**src/rtl/flash_ce_pkg.sv**
```systemverilog
package flash_ce_pkg;

  localparam logic [10:0] UNLOCK_ADDR_A   = 11'h555;
  localparam logic [10:0] UNLOCK_ADDR_B   = 11'h2AA;
  localparam logic [7:0]  KEY_A           = 8'hAA;
  localparam logic [7:0]  KEY_B           = 8'h55;
  localparam logic [7:0]  KEY_ERASE_SETUP = 8'h80;
  localparam logic [7:0]  KEY_CHIP_ERASE  = 8'h10;
  localparam logic [7:0]  KEY_PROGRAM     = 8'hA0;

  typedef enum logic [2:0] {
    CS_IDLE,
    CS_K1,
    CS_K2,
    CS_SETUP,
    CS_K3,
    CS_K4,
    CS_PROG
  } cmd_state_t;

  typedef enum logic [1:0] {
    EN_IDLE,
    EN_PRE_WR,
    EN_PRE_VF,
    EN_ERS_WR
  } eng_state_t;

endpackage

```
**src/rtl/flash_ce_cmd.sv**
```systemverilog
module flash_ce_cmd
  import flash_ce_pkg::*;
#(
  parameter int AW = 11,
  parameter int DW = 16,
  parameter int IW = 4
) (
  input  logic          clk,
  input  logic          rst_n,
  input  logic          we,
  input  logic [AW-1:0] addr,
  input  logic [DW-1:0] wdata,
  input  logic          busy,
  output logic          start_erase,
  output logic          prog_req,
  output logic [IW-1:0] prog_idx,
  output logic [DW-1:0] prog_data
);

  cmd_state_t cur, nxt;
  logic hit_a, hit_b;
  logic [7:0] key;
  logic erase_fire, prog_fire;

  assign hit_a = (addr[10:0] == UNLOCK_ADDR_A);
  assign hit_b = (addr[10:0] == UNLOCK_ADDR_B);
  assign key   = wdata[7:0];

  always_comb begin
    nxt        = cur;
    erase_fire = 1'b0;
    prog_fire  = 1'b0;
    if (busy) begin
      nxt = CS_IDLE;
    end else if (we) begin
      nxt = CS_IDLE;
      unique case (cur)
        CS_IDLE:  if (hit_a && key == KEY_A) nxt = CS_K1;
        CS_K1:    if (hit_b && key == KEY_B) nxt = CS_K2;
        CS_K2: begin
          if (hit_a && key == KEY_ERASE_SETUP) nxt = CS_SETUP;
          else if (hit_a && key == KEY_PROGRAM) nxt = CS_PROG;
        end
        CS_SETUP: if (hit_a && key == KEY_A) nxt = CS_K3;
        CS_K3:    if (hit_b && key == KEY_B) nxt = CS_K4;
        CS_K4:    if (hit_a && key == KEY_CHIP_ERASE) erase_fire = 1'b1;
        CS_PROG:  prog_fire = 1'b1;
        default:  nxt = CS_IDLE;
      endcase
    end
  end

  always_ff @(posedge clk or negedge rst_n) begin
    if (!rst_n) begin
      cur         <= CS_IDLE;
      start_erase <= 1'b0;
      prog_req    <= 1'b0;
      prog_idx    <= '0;
      prog_data   <= '0;
    end else begin
      cur         <= nxt;
      start_erase <= erase_fire;
      prog_req    <= prog_fire;
      if (prog_fire) begin
        prog_idx  <= addr[IW-1:0];
        prog_data <= wdata;
      end
    end
  end


  erase_after_six_chk: assert property (@(posedge clk) disable iff (!rst_n)
    start_erase |-> $past(cur) == CS_K4);


  busy_drops_cmds_chk: assert property (@(posedge clk) disable iff (!rst_n)
    busy |=> (!start_erase && !prog_req));

endmodule

```
**src/rtl/flash_ce_array.sv**
```systemverilog
module flash_ce_array #(
  parameter int WORDS = 16,
  parameter int DW    = 16,
  parameter int IW    = 4
) (
  input  logic          clk,
  input  logic          wr_en,
  input  logic [IW-1:0] wr_idx,
  input  logic [DW-1:0] wr_data,
  input  logic          wr_and,
  input  logic [IW-1:0] rd_idx_a,
  input  logic [IW-1:0] rd_idx_b,
  output logic [DW-1:0] rd_a,
  output logic [DW-1:0] rd_b
);

  logic [DW-1:0] cells [WORDS];

  for (genvar g = 0; g < WORDS; g++) begin : g_cell
    logic [DW-1:0] word_q;
    always_ff @(posedge clk) begin
      if (wr_en && wr_idx == IW'(g)) begin
        word_q <= wr_and ? (word_q & wr_data) : wr_data;
      end
    end
    assign cells[g] = word_q;
  end

  assign rd_a = cells[rd_idx_a];
  assign rd_b = cells[rd_idx_b];

endmodule

```
**src/rtl/flash_ce_engine.sv**
```systemverilog
module flash_ce_engine
  import flash_ce_pkg::*;
#(
  parameter int WORDS    = 16,
  parameter int DW       = 16,
  parameter int IW       = 4,
  parameter int PRE_CLKS = 4,
  parameter int ERS_CLKS = 8
) (
  input  logic          clk,
  input  logic          rst_n,
  input  logic          start,
  input  logic [DW-1:0] vf_word,
  output logic          busy,
  output logic [IW-1:0] idx,
  output logic          wr_en,
  output logic [DW-1:0] wr_fill
);

  localparam int CMAX = (PRE_CLKS > ERS_CLKS) ? PRE_CLKS : ERS_CLKS;
  localparam int CW   = (CMAX > 1) ? $clog2(CMAX + 1) : 1;
  localparam logic [CW-1:0] PRE_LAST = CW'(PRE_CLKS - 1);
  localparam logic [CW-1:0] ERS_LAST = CW'(ERS_CLKS - 1);
  localparam logic [IW-1:0] IDX_LAST = IW'(WORDS - 1);

  eng_state_t st;
  logic [CW-1:0] cnt;

  always_ff @(posedge clk or negedge rst_n) begin
    if (!rst_n) begin
      st  <= EN_IDLE;
      cnt <= '0;
      idx <= '0;
    end else begin
      unique case (st)
        EN_IDLE: begin
          if (start) begin
            st  <= EN_PRE_WR;
            cnt <= '0;
            idx <= '0;
          end
        end
        EN_PRE_WR: begin
          if (cnt == PRE_LAST) begin
            cnt <= '0;
            st  <= EN_PRE_VF;
          end else begin
            cnt <= cnt + 1'b1;
          end
        end
        EN_PRE_VF: begin
          if (vf_word == '0) begin
            if (idx == IDX_LAST) begin
              idx <= '0;
              st  <= EN_ERS_WR;
            end else begin
              idx <= idx + 1'b1;
              st  <= EN_PRE_WR;
            end
          end else begin
            st <= EN_PRE_WR;
          end
        end
        EN_ERS_WR: begin
          if (cnt == ERS_LAST) begin
            cnt <= '0;
            if (idx == IDX_LAST) begin
              idx <= '0;
              st  <= EN_IDLE;
            end else begin
              idx <= idx + 1'b1;
            end
          end else begin
            cnt <= cnt + 1'b1;
          end
        end
        default: st <= EN_IDLE;
      endcase
    end
  end

  assign busy    = (st != EN_IDLE);
  assign wr_en   = (st == EN_PRE_WR && cnt == PRE_LAST) ||
                   (st == EN_ERS_WR && cnt == ERS_LAST);
  assign wr_fill = (st == EN_ERS_WR) ? '1 : '0;


  start_enters_prefill_chk: assert property (@(posedge clk) disable iff (!rst_n)
    (start && st == EN_IDLE) |=> (st == EN_PRE_WR && idx == '0));


  prefill_verified_chk: assert property (@(posedge clk) disable iff (!rst_n)
    (st == EN_PRE_VF) |-> (vf_word == '0));


  erase_after_prefill_chk: assert property (@(posedge clk) disable iff (!rst_n)
    (st == EN_ERS_WR) |-> ($past(st) == EN_PRE_VF || $past(st) == EN_ERS_WR));


  pre_count_bound_chk: assert property (@(posedge clk) disable iff (!rst_n)
    (st == EN_PRE_WR) |-> (cnt < CW'(PRE_CLKS)));


  ers_count_bound_chk: assert property (@(posedge clk) disable iff (!rst_n)
    (st == EN_ERS_WR) |-> (cnt < CW'(ERS_CLKS)));

endmodule

```
**src/rtl/flash_ce_top.sv**
```systemverilog
module flash_ce_top
  import flash_ce_pkg::*;
#(
  parameter int AW       = 11,
  parameter int DW       = 16,
  parameter int WORDS    = 16,
  parameter int PRE_CLKS = 4,
  parameter int ERS_CLKS = 8
) (
  input  logic          clk,
  input  logic          rst_n,
  input  logic [AW-1:0] bus_addr,
  input  logic [DW-1:0] bus_wdata,
  input  logic          bus_we,
  input  logic          bus_oe,
  output logic [DW-1:0] bus_rdata,
  output logic          ready_busy_n
);

  localparam int IW = (WORDS > 1) ? $clog2(WORDS) : 1;

  logic          start_erase, prog_req, busy;
  logic [IW-1:0] prog_idx, eng_idx, arr_idx;
  logic [DW-1:0] prog_data, eng_fill, arr_data, host_word, vf_word;
  logic          eng_wr, arr_we, arr_and;
  logic          tog;
  logic [DW-1:0] status;

  flash_ce_cmd #(.AW(AW), .DW(DW), .IW(IW)) u_cmd (
    .clk         (clk),
    .rst_n       (rst_n),
    .we          (bus_we),
    .addr        (bus_addr),
    .wdata       (bus_wdata),
    .busy        (busy),
    .start_erase (start_erase),
    .prog_req    (prog_req),
    .prog_idx    (prog_idx),
    .prog_data   (prog_data)
  );

  flash_ce_engine #(
    .WORDS(WORDS), .DW(DW), .IW(IW), .PRE_CLKS(PRE_CLKS), .ERS_CLKS(ERS_CLKS)
  ) u_eng (
    .clk     (clk),
    .rst_n   (rst_n),
    .start   (start_erase),
    .vf_word (vf_word),
    .busy    (busy),
    .idx     (eng_idx),
    .wr_en   (eng_wr),
    .wr_fill (eng_fill)
  );

  assign arr_we   = eng_wr | prog_req;
  assign arr_idx  = eng_wr ? eng_idx : prog_idx;
  assign arr_data = eng_wr ? eng_fill : prog_data;
  assign arr_and  = !eng_wr;

  flash_ce_array #(.WORDS(WORDS), .DW(DW), .IW(IW)) u_arr (
    .clk      (clk),
    .wr_en    (arr_we),
    .wr_idx   (arr_idx),
    .wr_data  (arr_data),
    .wr_and   (arr_and),
    .rd_idx_a (bus_addr[IW-1:0]),
    .rd_idx_b (eng_idx),
    .rd_a     (host_word),
    .rd_b     (vf_word)
  );

  always_ff @(posedge clk or negedge rst_n) begin
    if (!rst_n)             tog <= 1'b0;
    else if (start_erase)   tog <= 1'b0;
    else if (busy && bus_oe) tog <= ~tog;
  end

  always_comb begin
    status    = '0;
    status[6] = tog;
    status[2] = tog;
  end

  assign bus_rdata    = !bus_oe ? '0 : (busy ? status : host_word);
  assign ready_busy_n = !busy;


  status_toggles_chk: assert property (@(posedge clk) disable iff (!rst_n)
    (busy && bus_oe && $past(busy && bus_oe)) |-> (bus_rdata[6] != $past(bus_rdata[6])));


  status_bit7_low_chk: assert property (@(posedge clk) disable iff (!rst_n)
    (!ready_busy_n && bus_oe) |-> (bus_rdata[7] == 1'b0));


  idle_bus_quiet_chk: assert property (@(posedge clk) disable iff (!rst_n)
    !bus_oe |-> (bus_rdata == '0));

endmodule

```
**config.mk**
```make
export PLATFORM = sky130hd
export DESIGN_NAME = flash_ce_top
export DESIGN_NICKNAME = d
export VERILOG_FILES = /design/src/rtl/flash_ce_pkg.sv /design/src/rtl/flash_ce_cmd.sv /design/src/rtl/flash_ce_array.sv /design/src/rtl/flash_ce_engine.sv /design/src/rtl/flash_ce_top.sv
export SDC_FILE = /design/constraint.sdc
export NUM_CORES = 1
export LEC_CHECK = 0
export ABC_AREA = 1
export BUFFER_PORTS_ARGS = -buffer_cell sky130_fd_sc_hd__buf_4
export CELL_PAD_IN_SITES_DETAIL_PLACEMENT = 1
export CELL_PAD_IN_SITES_GLOBAL_PLACEMENT = 2
export CORE_MARGIN = 10
export CORE_UTILIZATION = 38
export DETAILED_ROUTE_END_ITERATION = 7
export MAX_ROUTING_LAYER = met4
export PLACE_DENSITY_LB_ADDON = 0.1
export SLEW_MARGIN = 20
export SYNTH_ARGS = -nofsm -noshare
export SYNTH_HDL_FRONTEND = slang
export SYNTH_HIERARCHICAL = 1
export SYNTH_SLANG_ARGS = --single-unit
```
**constraint.sdc**
```tcl
create_clock -name clk -period 3.65 [get_ports clk]
set_clock_uncertainty 0.2 [all_clocks]
set_input_delay 0.1825 -clock clk [delete_from_list [all_inputs] [get_ports clk]]
set_output_delay 0.1825 -clock clk [all_outputs]
set_load 0.01 [all_outputs]
```
==> results of run 1 <==
cells in the final DEF (no fill, tap or decap), types with 10 or more instances in the layout:
master,n
nand2_1,666
nand3_1,480
inv_1,318
a21oi_1,264
edfxtp_1,256
buf_4,101
nor2_1,48
clkbuf_16,41
dlygate4sd3_1,35
dfrtp_1,33
nor2_2,28
buf_12,12
inv_2,10
clkbuf_1,10
area by class of cell:
| type | instances | share of cell area, % |
|---|---|---|
| well taps | 607 | 3.77 |
| multi-input cells | 1529 | 34.7 |
| repair buffers | 148 | 6.69 |
| flip-flops and latches | 292 | 42.6 |
| clock inverters | 14 | 0.447 |
| inverters | 331 | 6.22 |
| clock buffers | 55 | 5.55 |
power by group:
part | switching (mW) | internal [mW] | leakage, nW
registers | 0.0000000327 | 3.58 | 2.26
clock network | 1.51 | 2.19 | 0.601
logic | 0.254 | 0.125 | 6.48
total | 1.77 | 5.90 | 9.35
Yosys cell counts, types with 2 or more instances:
| cell type | count | area (µm²) |
|---|---|---|
| buf_1 | 5 | 18.8 |
| dfrtp_1 | 36 | 901 |
| buf_2 | 78 | 390 |
| nor2_2 | 12 | 75.1 |
| mux2_4 | 7 | 105 |
| ha_1 | 2 | 25.0 |
| nor2_1 | 64 | 240 |
| inv_2 | 12 | 45.0 |
| edfxtp_1 | 256 | 7690 |
| nand2_1 | 666 | 2500 |
| nand3_1 | 480 | 2400 |
| buf_6 | 5 | 56.3 |
| a21oi_1 | 264 | 1320 |
| inv_1 | 319 | 1200 |
| mux2_2 | 7 | 78.8 |
| clkbuf_1 | 38 | 143 |
| o21ai_1 | 2 | 10.0 |
| o21ai_0 | 2 | 10.0 |
| nand2_2 | 6 | 37.5 |
| o22ai_1 | 2 | 12.5 |
| buf_4 | 43 | 323 |
cells by family after synthesis:
group	after synthesis	synth area share (%)
and+or+nand+nor	1238	30.2
buffers and inverters	501	12.4
AOI/OAI and AO/OA	273	7.77
DFF	292	48.4
xor gates and xnor gates	2	0.0988
muxes	14	1.04
adders and majority gates	2	0.141
worst reg2reg max path: stages (launching register included):
cell and delay, ns:
dfrtp_1 0.41, ha_1 0.26, nand3_1 0.16, o22ai_2 0.15
inv_8 0.48, nand2_1 0.18, nand2_1 0.16, nand3_1 0.25
nor2_2 0.23, buf_4 0.35
per-layer routing:
metal | up-vias | global-route usage, % | routed length (µm)
met5 | - | - | 0
met4 | 0 | 7.77 | 1920
met3 | 104 | 3.80 | 3880
met2 | 425 | 38.4 | 30800
met1 | 8147 | 31.6 | 30500
li1 | 7603 | - | -
what timing repair did:
action,in CTS,in global routing
endpoints found under the setup margin,0,0
resized for setup,0,0
buffers inserted,0,0
endpoints found under the hold margin,60,0
hold buffers,36,0
worst paths after layout:
kind                                      from                        end  slack, ns  depth (start not counted)
max                               u_eng/cnt[0]  u_arr/g_cell[1].word_q[9]       0.50                          9
min                                bus_addr[7]               u_cmd/cur[2]       0.05                         10
max reg2reg                       u_eng/cnt[0]  u_arr/g_cell[1].word_q[9]       0.50                          9
min reg2reg                u_cmd/prog_data[15]        u_cmd/prog_data[15]       0.30                          1
max in group asynchronous                rst_n               u_eng/idx[0]       2.58                          4
min in group asynchronous                rst_n               u_cmd/cur[1]       0.44                          4
sequential cells by signal, indices dropped and copies added, names as in the netlist:
register             count
u_arr/g_cell.word_q    256
u_cmd/prog_data         16
u_cmd/prog_idx           4
u_eng/cnt                4
u_eng/idx                4
u_cmd/cur                3
u_eng/st                 2
tog                      1
u_cmd/prog_req           1
u_cmd/start_erase        1
==> impl_metrics.ini, run 1 <==
[sta]
tns_ns = 0
hold_violations = 0
setup_viol = 0
slew_violations = 0
worst_slew_pin_slew_ns = 1.18
fmax_mhz = 317
fin_crit_sh_pct = 86.4
setup_ws_ns = 0.497
rsz0062_at_grt = no
hold_ws_ns = 0.0506
maxSlewHeadroom_pct = 21.0
min_period_ns = 3.15

[routing]
viasPerCell = 5.47
vias = 16300
drtIter0Drc = 1202
dr.pass1.iters = 5
wire_per_inst_um = 22.5
drtAntennaViolNets = 0
drt_drc_violations_left = 0
wl_um = 67100

[clock_tree]
insertion_delay_ns = 0.57
clockBufferDepth = 3
cts_buffers = 38
clkSlewWorstSetupHoldPaths_ns = 0.06
htreeDepth = 2
numClockSinks = 292
cts_tree = built
cts_root_buf = clkbuf_16

[logic_synthesis]
synth_area_mm2 = 0.0177
ys_seq_area_share_pct = 48.4
ys_ff_latch = 292
synthFlopType = edfxtp_1
async_reset_ff_share_pct = 12.3
syn-num-nets = 2355
netlist_instances = 2322
synth_edf_count = 256
syn_area_per_cell_um2 = 7.64
synth_warnings = 6
post_synth_num_cell_types = 37

[pwr]
cellPowerDensity_mw_per_mm2 = 380
fin_total_pwr_mw = 7.67
peakVddDrop_mv = 0.307
leakage_nw = 9.35

[cells_and_area]
drive_gt1_share_pct = 10.1
fillers = 5720
seqCellArea_mm2 = 0.00859
instances_no_fill = 2976
nets = 2373
fin_area_mm2 = 0.0202
multi_input_area_mm2 = 0.00700
area_growth_pct = 13.7
num_antenna_cells = 0
utilization_pct = 43.5

[grt]
grt_pass1_wl_um = 103000
grt_max_degree = 132
track_usage_pct = 24.4
antenna_found_initial = 0
grt_overflow = 0
first_global_vias = 16900

[critical_path]
end_kind = flop
critPathLaunchType = flop
path_class = flop to flop
path_buf_inv = 2
crit_arrival_ns = 3.18
required_ns = 3.68
cp_max_fo = 99
crit_family = simple AND/OR/NAND/NOR gates
worstPathCellList = ha_1, nand3_1, o22ai_2, inv_8, nand2_1, nand2_1, nand3_1, nor2_2, buf_4
cpPeakStageDelay_ns = 0.48
cpMaxStageDelayCell = inv_8

[place]
gp_congestion = 0.848
portBuffers = 47
hpwl_um = 41500
post-place-cells = 2871
post_dp_cell_area_mm2 = 0.0186
dp_slack_ns = 0.509

[floorplanning]
io_pins = 48
die_w_um = 236
core_mm2 = 0.0464
rows = 79
die_y_um = 236
start_util_pct = 38.3
dieArea_mm2 = 0.0557

[run]
maxCapViolations = 0

[min_path]
hold_path_class = input pin to flop

[status]
status = finished clean
Note: power is estimated with default switching activity, not from simulation.
==> run 2, diff against run 1 <==
--- a/config.mk
+++ b/config.mk
@@ -9,7 +9,7 @@
 export BUFFER_PORTS_ARGS = -buffer_cell sky130_fd_sc_hd__buf_4
 export CELL_PAD_IN_SITES_DETAIL_PLACEMENT = 1
 export CELL_PAD_IN_SITES_GLOBAL_PLACEMENT = 2
-export CORE_MARGIN = 10
+export CORE_MARGIN = 2
 export CORE_UTILIZATION = 38
 export DETAILED_ROUTE_END_ITERATION = 7
 export MAX_ROUTING_LAYER = met4
==> impl_metrics.ini, run 2 (synthesis gave the netlist of run 1 again) <==
[cells_and_area]
fillers = 5655
utilization_pct = 43.1
multi_input_area_mm2 = 0.00700
drive_gt1_share_pct = 9.42
largest_reg_flops = 256
fin_area_mm2 = 0.0200
reg_top3 = u_arr/g_cell.word_q (256), u_cmd/prog_data (16)
instances_no_fill = 2965
area_growth_pct = 12.5
final_common_cell = nand2_1
mostFrequentLayoutCells = nand2_1 (666), nand3_1 (480), inv_1 (318)
seqCellArea_mm2 = 0.00859
nets = 2364
top_register = u_arr/g_cell.word_q

[routing]
drtAntennaViolNets = 0
vias = 16200
drtIter0Drc = 1192
dr.pass1.iters = 5
wire_per_inst_um = 22.5
viasPerCell = 5.46
wl_um = 66600
drt_drc_violations_left = 0

[pwr]
peakVddDrop_mv = 0.328
cellPowerDensity_mw_per_mm2 = 371
leakage_nw = 9.22
fin_total_pwr_mw = 7.40

[clock_tree]
clockBufferDepth = 3
htreeDepth = 2
cts_setup_buffers = 0
cts_buffers = 37
cts_root_buf = clkbuf_16
clkSlewWorstSetupHoldPaths_ns = 0.06
postCtsHoldBufs = 34
insertion_delay_ns = 0.56
cts_resized = 0
cts_tree = built
numClockSinks = 292

[sta]
maxSlewHeadroom_pct = 38.1
slew_violations = 0
setup_viol = 0
rsz0062_at_grt = no
hold_ws_ns = 0.0403
fmax_mhz = 338
setup_ws_ns = 0.691
fin_crit_sh_pct = 81.1
worst_slew_pin_slew_ns = 0.928
min_period_ns = 2.96
tns_ns = 0
hold_violations = 0

[grt]
grt_pass1_wl_um = 101000
antenna_found_initial = 1
gr-usage-met3_pct = 4.29
track_usage_pct = 28.7
busiest_layer = met2
first_global_vias = 16700
grt_max_degree = 164
grtUsageMet2_pct = 46.2
grt_overflow = 0
use_met1_pct = 37.4

[floorplanning]
dieArea_mm2 = 0.0484
core_mm2 = 0.0464
die_w_um = 220
start_util_pct = 38.3
die_y_um = 220
io_pins = 48
rows = 79

[critical_path]
r2r_end = u_eng/idx[3]
end_kind = flop
path_common_cell = nand2_1
crit_arrival_ns = 3.21
rr_startpoint = u_eng/idx[0]
cpMaxStageDelayCell = dfrtp_4
cpPeakStageDelay_ns = 0.53
endpoint = u_eng/idx[3]
cp-startpoint = u_eng/idx[0]
required_ns = 3.90
path_buf_inv = 2
crit_family = simple AND/OR/NAND/NOR gates
path_class = flop to flop
regToRegSetupSlack_ns = 0.69
cp_max_fo = 33
critPathLaunchType = flop
critical_path_depth = 15
worstPathCellList = inv_4, buf_12, nand2_1, nand3_1, nand3_1, nand3_1, nand2_1, nor2_1, nand2_1, nor2_1, nand2_1, nand2_1, nand2_4, nand2_1, nand2_1
r2r_cells = 15

[status]
status = finished clean

[place]
gp_congestion = 0.812
hpwl_um = 40500
post_dp_cell_area_mm2 = 0.0185
dp_slack_ns = 0.703
portBuffers = 47
post-place-cells = 2865

[min_path]
hold_path_class = input pin to flop

[run]
maxCapViolations = 0
run 2: changes by cell type in the layout (fill, tap and decap cells not counted), sizes merged:
cell / change
buf: -6
inv: +2
clkbuf: -4
diode: +1
dlygate4sd3: -2
clkinv: -1
bufinv: -1
run 2: layout make-up:
cell class                 instances  share of cell area [%]
sequential                       292                    43.1
tap                              607                    3.80
timing repair buffer             140                    6.31
clock inverter                    14                   0.332
antenna                            1                  0.0125
multi-input combinational       1529                    35.1
inverter                         331                    6.29
clock buffer                      51                    5.11
run 2: how the worst min path moves through the flow:
stage | endpoint | from | cells after the start
after CTS | u_cmd/cur[1] | bus_addr[8] | 10
after detailed placement | u_cmd/cur[0] | rst_n | 1
after global placement | u_cmd/cur[1] | rst_n | 1
final | u_cmd/cur[1] | bus_addr[8] | 10
after floorplan | tog | rst_n | 0
after global routing | u_cmd/cur[1] | bus_addr[5] | 9
run 2: metal layers:
metal	vias up	wire length, µm
li1	7583	-
met1	8087	29700
met2	405	31300
met3	126	3630
met4	0	1940
met5	-	0
run 2: worst min-delay path, stage by stage:
cell and delay (ns):
buf_4 0.08, inv_1 0.03, nand2_1 0.05, nor2_1 0.03, nand2_1 0.06, nor2_1 0.05
nand3_1 0.07, nand3_1 0.09, nand2_1 0.06, nand2_1 0.04
run 2: where the power goes:
part	switching (mW)	internal, mW
combinational	0.251	0.126
sequential	0.0000000358	3.58
clock	1.49	1.95
==> run 3, diff against run 2 <==
==> constraint.sdc (replaced) <==
create_clock -name clk -period 2.8 [get_ports clk]
set_clock_uncertainty 0.2 [all_clocks]
set_input_delay 0.14 -clock clk [delete_from_list [all_inputs] [get_ports clk]]
set_output_delay 0.14 -clock clk [all_outputs]
set_load 0.01 [all_outputs]
==> impl_metrics.ini, run 3 (synthesis gave the netlist of run 1 again) <==
[cells_and_area]
top_register = u_arr/g_cell.word_q
nets = 2423
area_growth_pct = 18.3
mostFrequentLayoutCells = nand2_1 (659), nand3_1 (476), inv_1 (318)
reg_top3 = u_arr/g_cell.word_q (256), u_cmd/prog_data (16)
largest_reg_flops = 256
fillers = 5617
num_antenna_cells = 0
final_common_cell = nand2_1
drive_gt1_share_pct = 11.8
instances_no_fill = 3026

[critical_path]
worstPathCellList = dlygate4sd3_1, buf_4, inv_4, buf_12, nand3_1, nand3_1, nand3_1, nand2_1, inv_1, nor2_1, buf_4
cp_max_fo = 41
cpPeakStageDelay_ns = 0.53
cpMaxStageDelayCell = dlygate4sd3_1
required_ns = 2.46
crit_arrival_ns = 2.34
crit_family = buffers and inverters
path_class = input pin to output port
end_kind = output port
rr_startpoint = u_eng/cnt[0]
r2r_cells = 10
path_buf_inv = 6
critPathLaunchType = input pin
regToRegSetupSlack_ns = 0.13
path_common_cell = nand3_1
r2r_end = u_arr/g_cell[0].word_q[1]

[clock_tree]
clockBufferDepth = 3
cts_root_buf = clkbuf_16
insertion_delay_ns = 0.56
cts_tree = built
clkSlewWorstSetupHoldPaths_ns = 0.05
cts_buffers = 38
htreeDepth = 2
numClockSinks = 292

[place]
post-place-cells = 2903
dp_slack_ns = -0.0527
portBuffers = 47
hpwl_um = 43100
gp_congestion = 0.818

[min_path]
hold_path_class = input pin to flop
min_path_cells = 10
holdCritStartpoint = bus_addr[6]
hold_end = u_cmd/cur[2]

[routing]
wl_um = 67000
drtAntennaViolNets = 0
drt_drc_violations_left = 0
wire_per_inst_um = 22.1
viasPerCell = 5.49
dr.pass1.iters = 6
vias = 16600
drtIter0Drc = 1414

[sta]
slew_violations = 0
min_period_ns = 2.68
worst_slew_pin_slew_ns = 0.992
fmax_mhz = 373
maxSlewHeadroom_pct = 33.8
setup_ws_ns = 0.117
fin_crit_sh_pct = 95.8
hold_violations = 0
setup_viol = 0

[floorplanning]
die_y_um = 220
core_mm2 = 0.0464
io_pins = 48
start_util_pct = 38.3
rows = 79
dieArea_mm2 = 0.0484
die_w_um = 220

[grt]
track_usage_pct = 28.7
first_global_vias = 16900
grt_max_degree = 109
grt_overflow = 0
grt_pass1_wl_um = 102000
antenna_found_initial = 0

[run]
maxCapViolations = 0

[status]
status = finished clean

[pwr]
cellPowerDensity_mw_per_mm2 = 469
peakVddDrop_mv = 0.419
leakage_nw = 9.66
## run 3: changes by cell type in the layout (fill, tap and decap cells not counted), moves of 3 or more
| cell | previous run | this run |
|---|---|---|
| buf_12 | 10 | 31 |
| buf_4 | 97 | 115 |
| clkbuf_16 | 39 | 43 |
| dlygate4sd3_1 | 33 | 45 |
| nand2_1 | 666 | 659 |
| nand2_2 | 6 | 13 |
| nand3_1 | 480 | 476 |
| nand3_2 | 1 | 4 |
| nor2_2 | 28 | 17 |
| nor2_4 | 0 | 13 |
## run 3: per-layer routing
metal	up-vias	global-route usage, %	share of wire (%)
li1	7710	-	-
met1	8269	38.9	45
met2	524	46.0	47
met3	100	2.77	5.9
met4	0	7.76	2.5
met5	-	-	0
## run 3: cell type report
cell class                 count  area (µm²)  share of cell area, %
sequential                   292        8590                   41.0
clock buffer                  57        1110                   5.27
inverter                     331        1270                   6.04
clock inverter                12        52.6                  0.250
multi-input combinational   1530        7140                   34.0
tap                          607         759                   3.62
timing repair buffer         197        2060                   9.83
## run 3: stage by stage
stage / util, % / TNS (ns) / hold slack, ns / power [mW] / area (µm²)
after detailed placement: 41.2 / -0.319 / -0.0659 / 5.23 / 19100
after CTS: 44.7 / 0 / 0.00906 / 9.96 / 20700
after global placement: 41.2 / 0 / -0.0670 / 5.23 / 19100
after global routing: 45.3 / -0.276 / 0.0701 / 10.1 / 21000
final: 45.3 / 0 / 0.0191 / 9.85 / 21000
after floorplan: - / 0 / -0.356 / 5.01 / 17700
## run 3: timing repair
item | CTS | global route
endpoints found under the hold margin | 62 | 0
cloned | 0 | 3
setup endpoints to repair | 23 | 267
pin swaps | 0 | 4
hold buffers | 46 | 0
resized for setup | 4 | 33
setup buffers | 0 | 5
## run 3: how the worst max path moves through the flow
stage / start / to / slack [ns] / depth (start not counted)
CTS: u_eng/idx[0] / u_eng/idx[0] / 0.01 / 16
detailed placement: u_eng/idx[0] / u_eng/idx[0] / -0.05 / 16
global placement: u_eng/idx[0] / u_eng/idx[3] / 0.02 / 16
finish: bus_addr[1] / bus_rdata[1] / 0.12 / 11
floorplan: u_eng/cnt[0] / u_arr/g_cell[10].word_q[0] / 0.03 / 10
global route: u_eng/cnt[0] / u_arr/g_cell[7].word_q[13] / -0.03 / 10
## run 3: worst register-to-register path, cell delays in order (launching register included)
cell and delay, ns:
dfrtp_1 0.42, ha_4 0.19, nand3_2 0.13, o22ai_4 0.30, inv_8 0.12, nand2_1 0.08, nand2_1 0.13, inv_1 0.11
nand2_1 0.21, nor2_4 0.25, buf_12 0.22
## run 3: where the power goes
part           internal (mW)  switching, mW  total, mW
sequential              4.67   0.0000000457       4.67
combinational          0.179          0.332      0.511
clock                   2.72           1.95       4.67
